## src/rtl/llr_pkg.sv

```systemverilog
package llr_pkg;
  localparam int unsigned CODE_W_DEF = 6;
  localparam int unsigned LLR_W_DEF  = 8;

  typedef enum logic {
    ERASE_ZERO = 1'b0,
    ERASE_BIAS = 1'b1
  } erase_mode_e;
endpackage

```

## src/rtl/llr_lut.sv

```systemverilog
module llr_lut #(
  parameter int unsigned CODE_W = 6,
  parameter int unsigned LLR_W  = 8
) (
  input  logic              clk_i,
  input  logic              we_i,
  input  logic [CODE_W-1:0] waddr_i,
  input  logic [LLR_W-1:0]  wdata0_i,
  input  logic [LLR_W-1:0]  wdata1_i,
  input  logic [CODE_W-1:0] raddr_i,
  output logic [LLR_W-1:0]  rdata0_o,
  output logic [LLR_W-1:0]  rdata1_o
);
  localparam int unsigned DEPTH = 1 << CODE_W;

  logic [2*LLR_W-1:0] mem_q [DEPTH];

  always_ff @(posedge clk_i) begin
    if (we_i) mem_q[waddr_i] <= {wdata0_i, wdata1_i};
  end

  // read is combinational; a same-cycle write is seen from the next cycle
  assign rdata0_o = mem_q[raddr_i][2*LLR_W-1:LLR_W];
  assign rdata1_o = mem_q[raddr_i][LLR_W-1:0];
endmodule

```

## src/rtl/llr_erase.sv

```systemverilog
module llr_erase #(
  parameter int unsigned LLR_W = 8
) (
  input  logic [LLR_W-1:0] llr_i,
  input  logic             stuck_i,
  input  llr_pkg::erase_mode_e mode_i,
  input  logic [LLR_W-1:0] bias_i,
  output logic [LLR_W-1:0] llr_o
);
  localparam logic [LLR_W-1:0] NEG_MIN = {1'b1, {(LLR_W-1){1'b0}}};
  localparam logic [LLR_W-1:0] NEG_SAT = {1'b1, {(LLR_W-2){1'b0}}, 1'b1};

  logic [LLR_W-1:0] sel;

  always_comb begin
    if (!stuck_i)                         sel = llr_i;
    else if (mode_i == llr_pkg::ERASE_BIAS) sel = bias_i;
    else                                  sel = '0;
    llr_o = (sel == NEG_MIN) ? NEG_SAT : sel;
  end
endmodule

```

## src/rtl/llr_serializer.sv

```systemverilog
module llr_serializer #(
  parameter int unsigned LLR_W = 8
) (
  input  logic             clk_i,
  input  logic             rst_ni,
  input  logic             in_valid_i,
  output logic             in_ready_o,
  input  logic [LLR_W-1:0] in_b0_i,
  input  logic [LLR_W-1:0] in_b1_i,
  output logic             out_valid_o,
  input  logic             out_ready_i,
  output logic [LLR_W-1:0] out_llr_o,
  output logic             out_bit_o
);
  logic             full_q, phase_q;
  logic [LLR_W-1:0] b0_q, b1_q;
  logic             fire, accept;

  assign fire       = full_q & out_ready_i;
  assign in_ready_o = ~full_q | (fire & phase_q);
  assign accept     = in_valid_i & in_ready_o;

  always_ff @(posedge clk_i or negedge rst_ni) begin
    if (!rst_ni) begin
      full_q  <= 1'b0;
      phase_q <= 1'b0;
      b0_q    <= '0;
      b1_q    <= '0;
    end else if (accept) begin
      full_q  <= 1'b1;
      phase_q <= 1'b0;
      b0_q    <= in_b0_i;
      b1_q    <= in_b1_i;
    end else if (fire) begin
      full_q  <= ~phase_q;
      phase_q <= ~phase_q;
    end
  end

  assign out_valid_o = full_q;
  assign out_bit_o   = phase_q;
  assign out_llr_o   = phase_q ? b1_q : b0_q;
endmodule

```

## src/rtl/llr_erase_gen.sv

```systemverilog
module llr_erase_gen #(
  parameter int unsigned CODE_W = llr_pkg::CODE_W_DEF,
  parameter int unsigned LLR_W  = llr_pkg::LLR_W_DEF
) (
  input  logic              clk_i,
  input  logic              rst_ni,
  input  logic              page_start_i,
  input  logic              bias_en_i,
  input  logic [LLR_W-1:0]  bias_val_i,
  input  logic              lut_we_i,
  input  logic [CODE_W-1:0] lut_addr_i,
  input  logic [LLR_W-1:0]  lut_llr0_i,
  input  logic [LLR_W-1:0]  lut_llr1_i,
  input  logic              cell_valid_i,
  output logic              cell_ready_o,
  input  logic [CODE_W-1:0] cell_code_i,
  input  logic              cell_stuck_i,
  output logic              llr_valid_o,
  input  logic              llr_ready_i,
  output logic [LLR_W-1:0]  llr_o,
  output logic              llr_bit_o
);
  import llr_pkg::*;

  localparam int unsigned NBITS = 2;

  erase_mode_e      mode_q, mode_eff;
  logic [LLR_W-1:0] bias_q, bias_eff;
  logic [LLR_W-1:0] raw   [NBITS];
  logic [LLR_W-1:0] clean [NBITS];

  always_ff @(posedge clk_i or negedge rst_ni) begin
    if (!rst_ni) begin
      mode_q <= ERASE_ZERO;
      bias_q <= '0;
    end else if (page_start_i) begin
      mode_q <= erase_mode_e'(bias_en_i);
      bias_q <= bias_val_i;
    end
  end

  // first cell of a page uses the setting presented with the page start
  assign mode_eff = page_start_i ? erase_mode_e'(bias_en_i) : mode_q;
  assign bias_eff = page_start_i ? bias_val_i : bias_q;

  llr_lut #(.CODE_W(CODE_W), .LLR_W(LLR_W)) u_lut (
    .clk_i    (clk_i),
    .we_i     (lut_we_i),
    .waddr_i  (lut_addr_i),
    .wdata0_i (lut_llr0_i),
    .wdata1_i (lut_llr1_i),
    .raddr_i  (cell_code_i),
    .rdata0_o (raw[0]),
    .rdata1_o (raw[1])
  );

  for (genvar b = 0; b < NBITS; b++) begin : g_bit
    llr_erase #(.LLR_W(LLR_W)) u_erase (
      .llr_i   (raw[b]),
      .stuck_i (cell_stuck_i),
      .mode_i  (mode_eff),
      .bias_i  (bias_eff),
      .llr_o   (clean[b])
    );
  end

  llr_serializer #(.LLR_W(LLR_W)) u_ser (
    .clk_i       (clk_i),
    .rst_ni      (rst_ni),
    .in_valid_i  (cell_valid_i),
    .in_ready_o  (cell_ready_o),
    .in_b0_i     (clean[0]),
    .in_b1_i     (clean[1]),
    .out_valid_o (llr_valid_o),
    .out_ready_i (llr_ready_i),
    .out_llr_o   (llr_o),
    .out_bit_o   (llr_bit_o)
  );
endmodule

```

## config.mk

```make
export PLATFORM = sky130hd
export DESIGN_NAME = llr_erase_gen
export DESIGN_NICKNAME = d
export VERILOG_FILES = /design/src/rtl/llr_pkg.sv /design/src/rtl/llr_lut.sv /design/src/rtl/llr_erase.sv /design/src/rtl/llr_serializer.sv /design/src/rtl/llr_erase_gen.sv
export SDC_FILE = /design/constraint.sdc
export NUM_CORES = 1
export LEC_CHECK = 0
export ABC_AREA = 1
export BUFFER_PORTS_ARGS = -buffer_cell sky130_fd_sc_hd__buf_2
export CELL_PAD_IN_SITES_DETAIL_PLACEMENT = 0
export CELL_PAD_IN_SITES_GLOBAL_PLACEMENT = 2
export CORE_UTILIZATION = 39
export CTS_CLUSTER_SIZE = 40
export DETAILED_ROUTE_END_ITERATION = 6
export GPL_TIMING_DRIVEN = 0
export PLACE_DENSITY = 0.72
export SETUP_SLACK_MARGIN = 0.4
export SLEW_MARGIN = 25
export SYNTH_ARGS = -nofsm -noshare
export SYNTH_HDL_FRONTEND = slang
export SYNTH_HIERARCHICAL = 1
export SYNTH_SLANG_ARGS = --single-unit
export TNS_END_PERCENT = 10
```

## constraint.sdc

```tcl
create_clock -name clk_i -period 1.35 [get_ports clk_i]
set_input_delay 0.0675 -clock clk_i [delete_from_list [all_inputs] [get_ports clk_i]]
set_output_delay 0.0675 -clock clk_i [all_outputs]
set_load 0.02 [all_outputs]
```

### Yosys cells after proc, flatten, opt, wreduce, memory -nomap -nowiden

Memories as Yosys holds them, arrays and structs flattened.
Cells that the tools add are included.
W data, S select, Z words.

* register bits: 27
* bits in writable memories: 1024
* input port bits: 44
* output and inout bits: 11
* logic and storage cells: 29
* memories: 1

* equal/unequal tests: 2
* multiplexer cells: 13
* bitwise gates (word level): 6
* reduce and logical (&&, ||, !) cells: 1

Memories
* u_lut.mem_q: depth 64, bits a word 16, rd ports 1, clocked after Yosys merged registers in 0, wr ports 1, line llr_lut.sv:16 `logic [2*LLR_W-1:0] mem_q [DEPTH];`

Operators by type and width (number)
* $mux W8: 7
* $eq A8 B8 Y1 const B: 2
* $mux W1: 6
* $and A1 B1 Y1: 3
* $not A1 Y1: 2
* $reduce_bool A2 Y1: 1
* $or A1 B1 Y1: 1

### Logic depth before layout (Yosys ltp)

Gate-level depths: netlist of the first run.

* depth in word-level cells: 5
* gate-level depth with buffers: 21
* gate-level depth less buffers: 18

### Hierarchy

Netlist of the first run, hierarchy kept.

Modules (own cells, without submodules)
* llr_lut: instances 1, cells an instance 3501, area each 41778.8 um^2, seq. area each 30749.5 um^2
* llr_serializer: instances 1, cells an instance 105, area each 908.4 um^2, seq. area each 450.4 um^2
* llr_erase: instances 2, cells an instance 40, area each 209.0 um^2, seq. area each 0.0 um^2
* llr_erase_gen: instances 1, cells an instance 38, area each 341.6 um^2, seq. area each 225.2 um^2

### Worst setup path before layout of the first run

No wires, ideal clock.

* path kind: in2reg
* from: in lut_we_i
* to: mem u_lut/mem_q[48][0] in the netlist's numbering (enable)
* setup time: 0.431 ns
* arrival time: 2.191 ns
* data required time: 0.919 ns
* setup slack: -1.272 ns
* cell stages on the path: 3
* path buffers: 1
* cells stage by stage: clkbuf_1 -> nand4_1 -> nor4_1

* longest elaborated chain between the ends: 2

Ends and longest elaborated chain
* start: declaration: line llr_erase_gen.sv:10 `input logic lut_we_i,`
* $mux W1: line llr_lut.sv:19 `if (we_i) mem_q[waddr_i] <= {wdata0_i, wdata1_i};`
* $mux W1 (not written as such): line llr_lut.sv:19
* end: declaration: line llr_lut.sv:16

No other way between the ends.

==> results of run 1 <==
critical path, delay by kind of cell, from the launching register on:
family	cells	cell delay, ns
buf+inv	1	0.05
flops	1	0.36
simple gates	16	1.40
kinds of logic after synthesis:
group	Yosys count	synth area share
buffers and inverters	264	0.0384
flip-flops	1051	0.723
AO/OA/AOI/OAI	1	0.000115
AND/OR/NAND/NOR	2408	0.238
power by group:
part / internal [W] / total (W) / switching [W] / leakage [nW]
Combinational: 0.00267 / 0.00833 / 0.00566 / 8.80
Sequential: 0.0363 / 0.0366 / 0.000274 / 9.55
Clock: 0.0165 / 0.0292 / 0.0127 / 1.69
what timing repair did:
| action | in CTS | in global routing |
|---|---|---|
| hold endpoints to repair | 485 | 65 |
| pin swaps | 175 | 180 |
| gates resized for setup | 410 | 269 |
| cloned | 1 | 1 |
| buffers inserted | 50 | 25 |
| endpoints found under the setup margin | 1053 | 1036 |
through the flow:
| stage | setup TNS [ns] | power, W | worst slack, ns | utilization | cell area [um^2] |
|---|---|---|---|---|---|
| CTS | -26.35 | 0.0736 | -0.519 | 0.483 | 53400 |
| floorplan | -598.88 | 0.0406 | -0.754 | - | 43500 |
| detailed placement | -1404.26 | 0.0438 | -2.05 | 0.428 | 47300 |
| finish | -7.75 | 0.0741 | -0.559 | 0.495 | 54700 |
| global route | -9.55 | 0.0764 | -0.627 | 0.495 | 54700 |
| global placement | -2344.34 | 0.0436 | -2.62 | 0.413 | 45600 |
state kept, by name, indices dropped and copies added, names as in the netlist:
name,cells
u_lut/mem_q,1024
u_ser/b0_q,8
u_ser/b1_q,8
u_ser/out_bit_o,1
u_ser/out_valid_o,1
mode_q,1
bias_q,8
path summary, 6_finish.rpt:
check / start / endpoint / cells past startpoint / slack, ns
max in group asynchronous: rst_ni / bias_q[6] / 3 / 0.44
hold / removal: bias_en_i / mode_q / 3 / -0.40
min in group asynchronous: rst_ni / u_ser/b0_q[6] / 3 / 0.48
setup / recovery: u_lut/mem_q[26][13] / u_ser/b0_q[0] / 17 / -0.56
setup reg to reg: u_lut/mem_q[26][13] / u_ser/b0_q[0] / 17 / -0.56
hold reg to reg: u_ser/b0_q[7] / u_ser/b0_q[7] / 2 / 0.48
synth_stat cells, types with 2 or more instances:
master	count	area share
nor2_1	60	0.0052
dfrtp_1	27	0.016
nor4_1	8	0.0012
inv_8	3	0.00078
nand2_8	2	0.00092
buf_1	17	0.0015
inv_1	14	0.0012
nand4_1	9	0.0013
buf_2	116	0.013
nand3_1	904	0.10
buf_6	53	0.014
nand2_4	3	0.00078
inv_2	12	0.0010
edfxtp_1	1024	0.71
nand2_1	1390	0.12
clkbuf_1	26	0.0022
buf_4	20	0.0035
nand2_2	32	0.0046
per-layer routing:
metal,GRT usage,share of wire,wire [um],vias to the layer above
met2,0.430,0.46,70600,1006
met4,0.0978,0.038,5860,2
met1,0.385,0.44,67800,15226
met3,0.0411,0.064,9850,241
met5,0,0.00016,25,-
li1,-,-,-,13761
cell type report:
| type | instances | area [um^2] | share of cell area |
|---|---|---|---|
| clock buffers | 145 | 3080 | 0.0562 |
| plain buffers | 235 | 1650 | 0.0302 |
| multi-input cells | 2409 | 13400 | 0.244 |
| repair inverters | 1 | 11.3 | 0.000206 |
| repair buffers | 216 | 2780 | 0.0508 |
| inverters | 29 | 170 | 0.00311 |
| flip-flops and latches | 1051 | 31400 | 0.574 |
| diodes | 6 | 15.0 | 0.000274 |
| well taps | 1488 | 1860 | 0.0340 |
| clock inverters | 65 | 369 | 0.00675 |
==> flow_metrics.py, run 1 <==
metrics = {
    "sta": {
        "period_minus_slack_ns": 1.91,
        "skew_ns": 0.0235,
        "holdWs_ns": -0.401,
        "finalSetupViolations": 26,
        "worst_slack_ns": -0.559,
        "slew_headroom": 0.309,
        "hold_viol": 48,
        "fmax_mhz": 524,
        "fin_crit_sh": 1.41,
        "rsz0062_at_grt": "true",
        "drv_slew": 0,
        "worst_pin_slew_ns": 1.04,
    },
    "placement": {
        "hpwl_um": 106000,
        "port_buffers": 43,
        "dp_cells": 5321,
        "place_congestion": 0.899,
    },
    "clock_tree": {
        "root_buffer": "clkbuf_16",
        "cts_buffer_depth": 3,
        "clk_pin_slew_worst_paths_ns": 0.06,
        "cts_tree": "yes",
        "clk_latency_ns": 0.71,
        "ctsHoldBuffers": 30,
        "cts_buffers": 115,
        "cts_sinks": 1051,
        "htreeDepth": 3,
    },
    "grt": {
        "grt_max_degree": 49,
        "overflow": 0,
        "grtUsageTotal": 0.273,
        "grt_pass1_wl_um": 215000,
        "grt_pass1_vias": 28726,
        "antenna_found_initial": 6,
    },
    "synthesis": {
        "synth_edf_count": 1024,
        "synth_nets": 3768,
        "yosysSeqAreaShare": 0.723,
        "ys_seq_elements": 1051,
        "yosysUniqueCellTypes": 22,
        "syn-cell-area_um2": 43400,
        "synth.avg_cell_area_um2": 11.7,
        "async_flop_share": 0.0257,
        "synth_flop_cell": "edfxtp_1",
        "netlist_instances": 3724,
        "yosysWarnings": 6,
    },
    "power": {
        "power.density_nw_per_um2": 1350,
        "ir_drop_v": 0.000929,
        "cellLeakagePower_nw": 20.0,
    },
    "worst_setup_path": {
        "critPathArrivalTime_ns": 2.54,
        "cp_slowest_stage_delay_ns": 0.36,
        "worstSetupStartpointType": "flop",
        "crit_slowest_cell": "edfxtp_1",
        "required_ns": 1.98,
        "critical_path_class": "reg2reg",
        "crit_fanout": 2,
        "end_kind": "flop",
        "worstPathCellList": "nand2_1, nand3_2, nand3_2, nand2_2, nand2_2, nand3_2, nand3_4, nand2_4, nand2_2, nand2_2, inv_2, nand2_2, nor2_2, nand2_1, nand2_1, nand3_2, nand2_1",
        "cp_common_cell": "nand2_2",
    },
    "detailed_routing": {
        "firstDrtPassIters": 7,
        "drc": 2,
        "initialDrtViolationCount": 2805,
        "final_antenna_net_count": 0,
        "viasPerCell": 5.36,
        "wl_per_cell_um": 27.3,
        "wl_um": 154000,
        "num_vias": 30236,
    },
    "die": {
        "fp.coreArea_um2": 111000,
        "ios": 55,
        "dieArea_um2": 113000,
        "fp-row-count": 122,
        "die_w_um": 336,
        "initial_core_util": 0.393,
        "fp.dieH_um": 336,
    },
    "run": {
        "maxCapViolations": 0,
    },
    "final_layout": {
        "nets": 4102,
        "drive_above_1_share": 0.269,
        "layout_commonest_cell": "nand2_1",
        "fill_cells": 9967,
        "mostFrequentLayoutCells": "nand2_1 (1,231), edfxtp_1 (1,024), nand3_1 (620)",
        "final_cells": 5645,
        "area_delta_synth_final_pct": 25.9,
    },
    "hold_path": {
        "hp-class": "in2reg",
    },
    "status": {
        "violations": "DRC, hold timing, setup timing",
        "status": "finished with violations",
    },
}
Note: power is estimated with default switching activity, not from simulation.
==> run 2, diff against run 1 <==
--- a/config.mk
+++ b/config.mk
@@ -5,11 +5,11 @@
 export SDC_FILE = /design/constraint.sdc
 export NUM_CORES = 1
 export LEC_CHECK = 0
-export ABC_AREA = 1
+export ABC_AREA = 0
 export BUFFER_PORTS_ARGS = -buffer_cell sky130_fd_sc_hd__buf_2
 export CELL_PAD_IN_SITES_DETAIL_PLACEMENT = 0
 export CELL_PAD_IN_SITES_GLOBAL_PLACEMENT = 2
-export CORE_UTILIZATION = 39
+export CORE_UTILIZATION = 45
 export CTS_CLUSTER_SIZE = 40
 export DETAILED_ROUTE_END_ITERATION = 6
 export GPL_TIMING_DRIVEN = 0
==> run 2 against run 1 <==
  * Largest power group unchanged
  * Fmax fell by 34%
  * Sequential power barely moved
  * Highest routed layer is now met4
  * Largest cell class unchanged
  * Count of clock-buffer cells in the layout fell by 12
  * Synthesized area fell by 4.7%
  * Core utilization rose by 5.0 points
  * Critical path depth fell by 7
  * Setup slack got worse by 1.0 ns
  * The run ends with hold timing, setup timing left
==> flow_metrics.py, run 2 <==
metrics = {
    "sta": {
        "fin_crit_sh": 2.16,
        "finalSetupViolations": 42,
        "fmax_mhz": 343,
        "hold_viol": 29,
        "period_minus_slack_ns": 2.91,
        "worst_slack_ns": -1.56,
        "slew_headroom": 0.373,
        "holdWs_ns": -0.328,
        "rsz0062_at_grt": "true",
        "skew_ns": 0.0312,
        "worst_pin_slew_ns": 0.938,
        "drv_slew": 0,
    },
    "final_layout": {
        "largest-register": "u_lut/mem_q",
        "drive_above_1_share": 0.349,
        "final_cells": 3505,
        "area_delta_synth_final_pct": 19.2,
        "nets": 2281,
        "mostFrequentLayoutCells": "edfxtp_1 (1,024), mux4_2 (220), clkbuf_16 (110)",
        "largest_register_ff_count": 1024,
        "layout_commonest_cell": "edfxtp_1",
    },
    "power": {
        "ir_drop_v": 0.00174,
        "p_sw_frac": 0.222,
        "comb_power_share": 0.080,
        "seqPwrFrac": 0.516,
        "cellInternalPower_w": 0.0548,
        "p_sw_w": 0.0156,
        "power.density_nw_per_um2": 1430,
        "cellLeakagePower_nw": 15.9,
        "p_clk_frac": 0.404,
    },
    "synthesis": {
        "synth_nets": 2021,
        "ys_top_cells_by_count": "edfxtp_1 (1,024), mux4_2 (220), nand2_1 (90)",
        "yosysWarnings": 6,
        "synthMostInstantiatedCell": "edfxtp_1",
        "yosysTopAreaCellShare": 0.743,
        "yosysSeqAreaShare": 0.759,
        "ys_seq_elements": 1051,
        "synth_flop_cell": "edfxtp_1",
        "synth.avg_cell_area_um2": 20.9,
        "yosysUniqueCellTypes": 57,
        "synthTopCellsByArea": "edfxtp_1 (74%), mux4_2 (12%), mux2i_1 (2.1%)",
        "syn-cell-area_um2": 41400,
        "async_flop_share": 0.0257,
        "yosys.area.top_type": "edfxtp_1",
        "netlist_instances": 1977,
        "synth_edf_count": 1024,
    },
    "worst_setup_path": {
        "required_ns": 1.89,
        "cp-startpoint": "u_lut/mem_q[18][15]",
        "critPathBufInv": 0,
        "reg2reg_from": "u_lut/mem_q[18][15]",
        "worstPathCellList": "mux4_2, mux2i_1, a22oi_1, a31oi_1, a311oi_2, nand2b_1, o32a_1, o31ai_2, nand2_1, o32ai_2",
        "end_kind": "flop",
        "critical_path_class": "reg2reg",
        "critPathArrivalTime_ns": 3.45,
        "crit_fanout": 2,
        "crit_slowest_cell": "a31oi_1",
        "cp_slowest_stage_delay_ns": 0.57,
        "worstSetupStartpointType": "flop",
        "cp_top_family": "compound AO/OA/AOI/OAI gates",
    },
    "die": {
        "fp-row-count": 110,
        "initial_core_util": 0.457,
        "fp.dieH_um": 305,
        "die_w_um": 305,
        "fp.coreArea_um2": 90600,
        "dieArea_um2": 93200,
        "ios": 55,
    },
    "clock_tree": {
        "cts_sinks": 1051,
        "cts_buffer_depth": 3,
        "htreeDepth": 3,
        "clk_latency_ns": 0.69,
        "clk_pin_slew_worst_paths_ns": 0.06,
        "cts_buffers": 105,
        "cts_tree": "yes",
        "root_buffer": "clkbuf_16",
    },
    "detailed_routing": {
        "firstDrtPassIters": 7,
        "drc": 0,
        "final_antenna_net_count": 0,
        "num_vias": 21016,
        "wl_per_cell_um": 30.9,
        "viasPerCell": 6.00,
        "initialDrtViolationCount": 2079,
        "wl_um": 108000,
    },
    "placement": {
        "dp_cells": 3247,
        "hpwl_um": 70200,
        "port_buffers": 45,
        "place_ws_ns": -2.58,
        "place_congestion": 0.910,
    },
    "grt": {
        "overflow": 0,
        "grt_pass1_wl_um": 154000,
        "grt_max_degree": 65,
        "antenna_found_initial": 2,
        "grt_pass1_vias": 21013,
        "grtUsageTotal": 0.235,
    },
    "run": {
        "maxCapViolations": 0,
    },
    "status": {
        "violations": "hold timing, setup timing",
        "status": "finished with violations",
    },
    "hold_path": {
        "hp-class": "in2reg",
        "hp-start": "bias_val_i[0]",
    },
}
run 2: cell count changes after synthesis, moves of 32 or more:
cell     delta
nand2_1  -1300
nand3_1   -876
mux4_2    +220
mux2i_1    +86
buf_2      -78
a22oi_1    +39
nand2_2    -32
run 2: layer usage:
layer	part of all wire	GRT usage
met1	0.42	0.330
met2	0.50	0.385
met3	0.055	0.0315
met4	0.029	0.0734
met5	0	0
run 2: final timing paths:
check	to	slack, ns	depth (start not counted)
worst max-delay path	u_ser/b0_q[0]	-1.56	10
worst min-delay path	bias_q[0]	-0.33	2
worst max register to register	u_ser/b0_q[0]	-1.56	10
worst min register to register	bias_q[0]	0.51	1
max in group asynchronous	u_ser/out_valid_o	0.64	3
min in group asynchronous	u_ser/b1_q[2]	0.42	3
run 2: cells by family after synthesis:
group,after synthesis,share of synthesized area
flops,1051,0.759
compound gates,174,0.0337
mux,347,0.154
buf+inv,137,0.0222
simple gates,268,0.0311
run 2: metrics by stage:
stage               area, um^2  total power, W  setup TNS, ns   util
global route             49400          0.0725         -23.45  0.545
global placement         43300          0.0417       -1570.46  0.478
finish                   49400          0.0705         -20.59  0.545
floorplan                41600          0.0397        -387.69      -
detailed placement       44200          0.0418        -784.15  0.488
CTS                      48600          0.0708         -21.41  0.537
run 2: worst reg2reg max path: cells and delay by family (launching register included):
| family | cells | cell delay, ns |
|---|---|---|
| AOI/OAI and AO/OA | 6 | 1.24 |
| DFF | 1 | 0.37 |
| muxes | 2 | 0.91 |
| and+or+nand+nor | 2 | 0.27 |
run 2: area by class of cell:
type,count,area (um^2)
antenna,2,5.00
buffer,116,1140
clock buffer,133,2750
clock inverter,64,604
fill,6894,41200
inverter,21,81.3
multi-input combinational,789,10200
sequential,1051,31400
tap,1176,1470
timing repair buffer,153,1650
run 2: repair_timing:
item,in CTS,in global routing
hold buffers,15,5
endpoints found under the hold margin,325,92
setup endpoints to repair,988,986
pin swaps,48,52
gates cloned,2,0
setup buffers,16,21
gates resized for setup,179,115
run 2: power groups by stage:
stage	sequential, W	clock [W]	combinational [W]
global placement	0.0370	0	0.00466
global route	0.0364	0.0302	0.00593
floorplan	0.0370	0	0.00273
finish	0.0364	0.0285	0.00565
detailed placement	0.0370	0	0.00479
CTS	0.0364	0.0290	0.00544
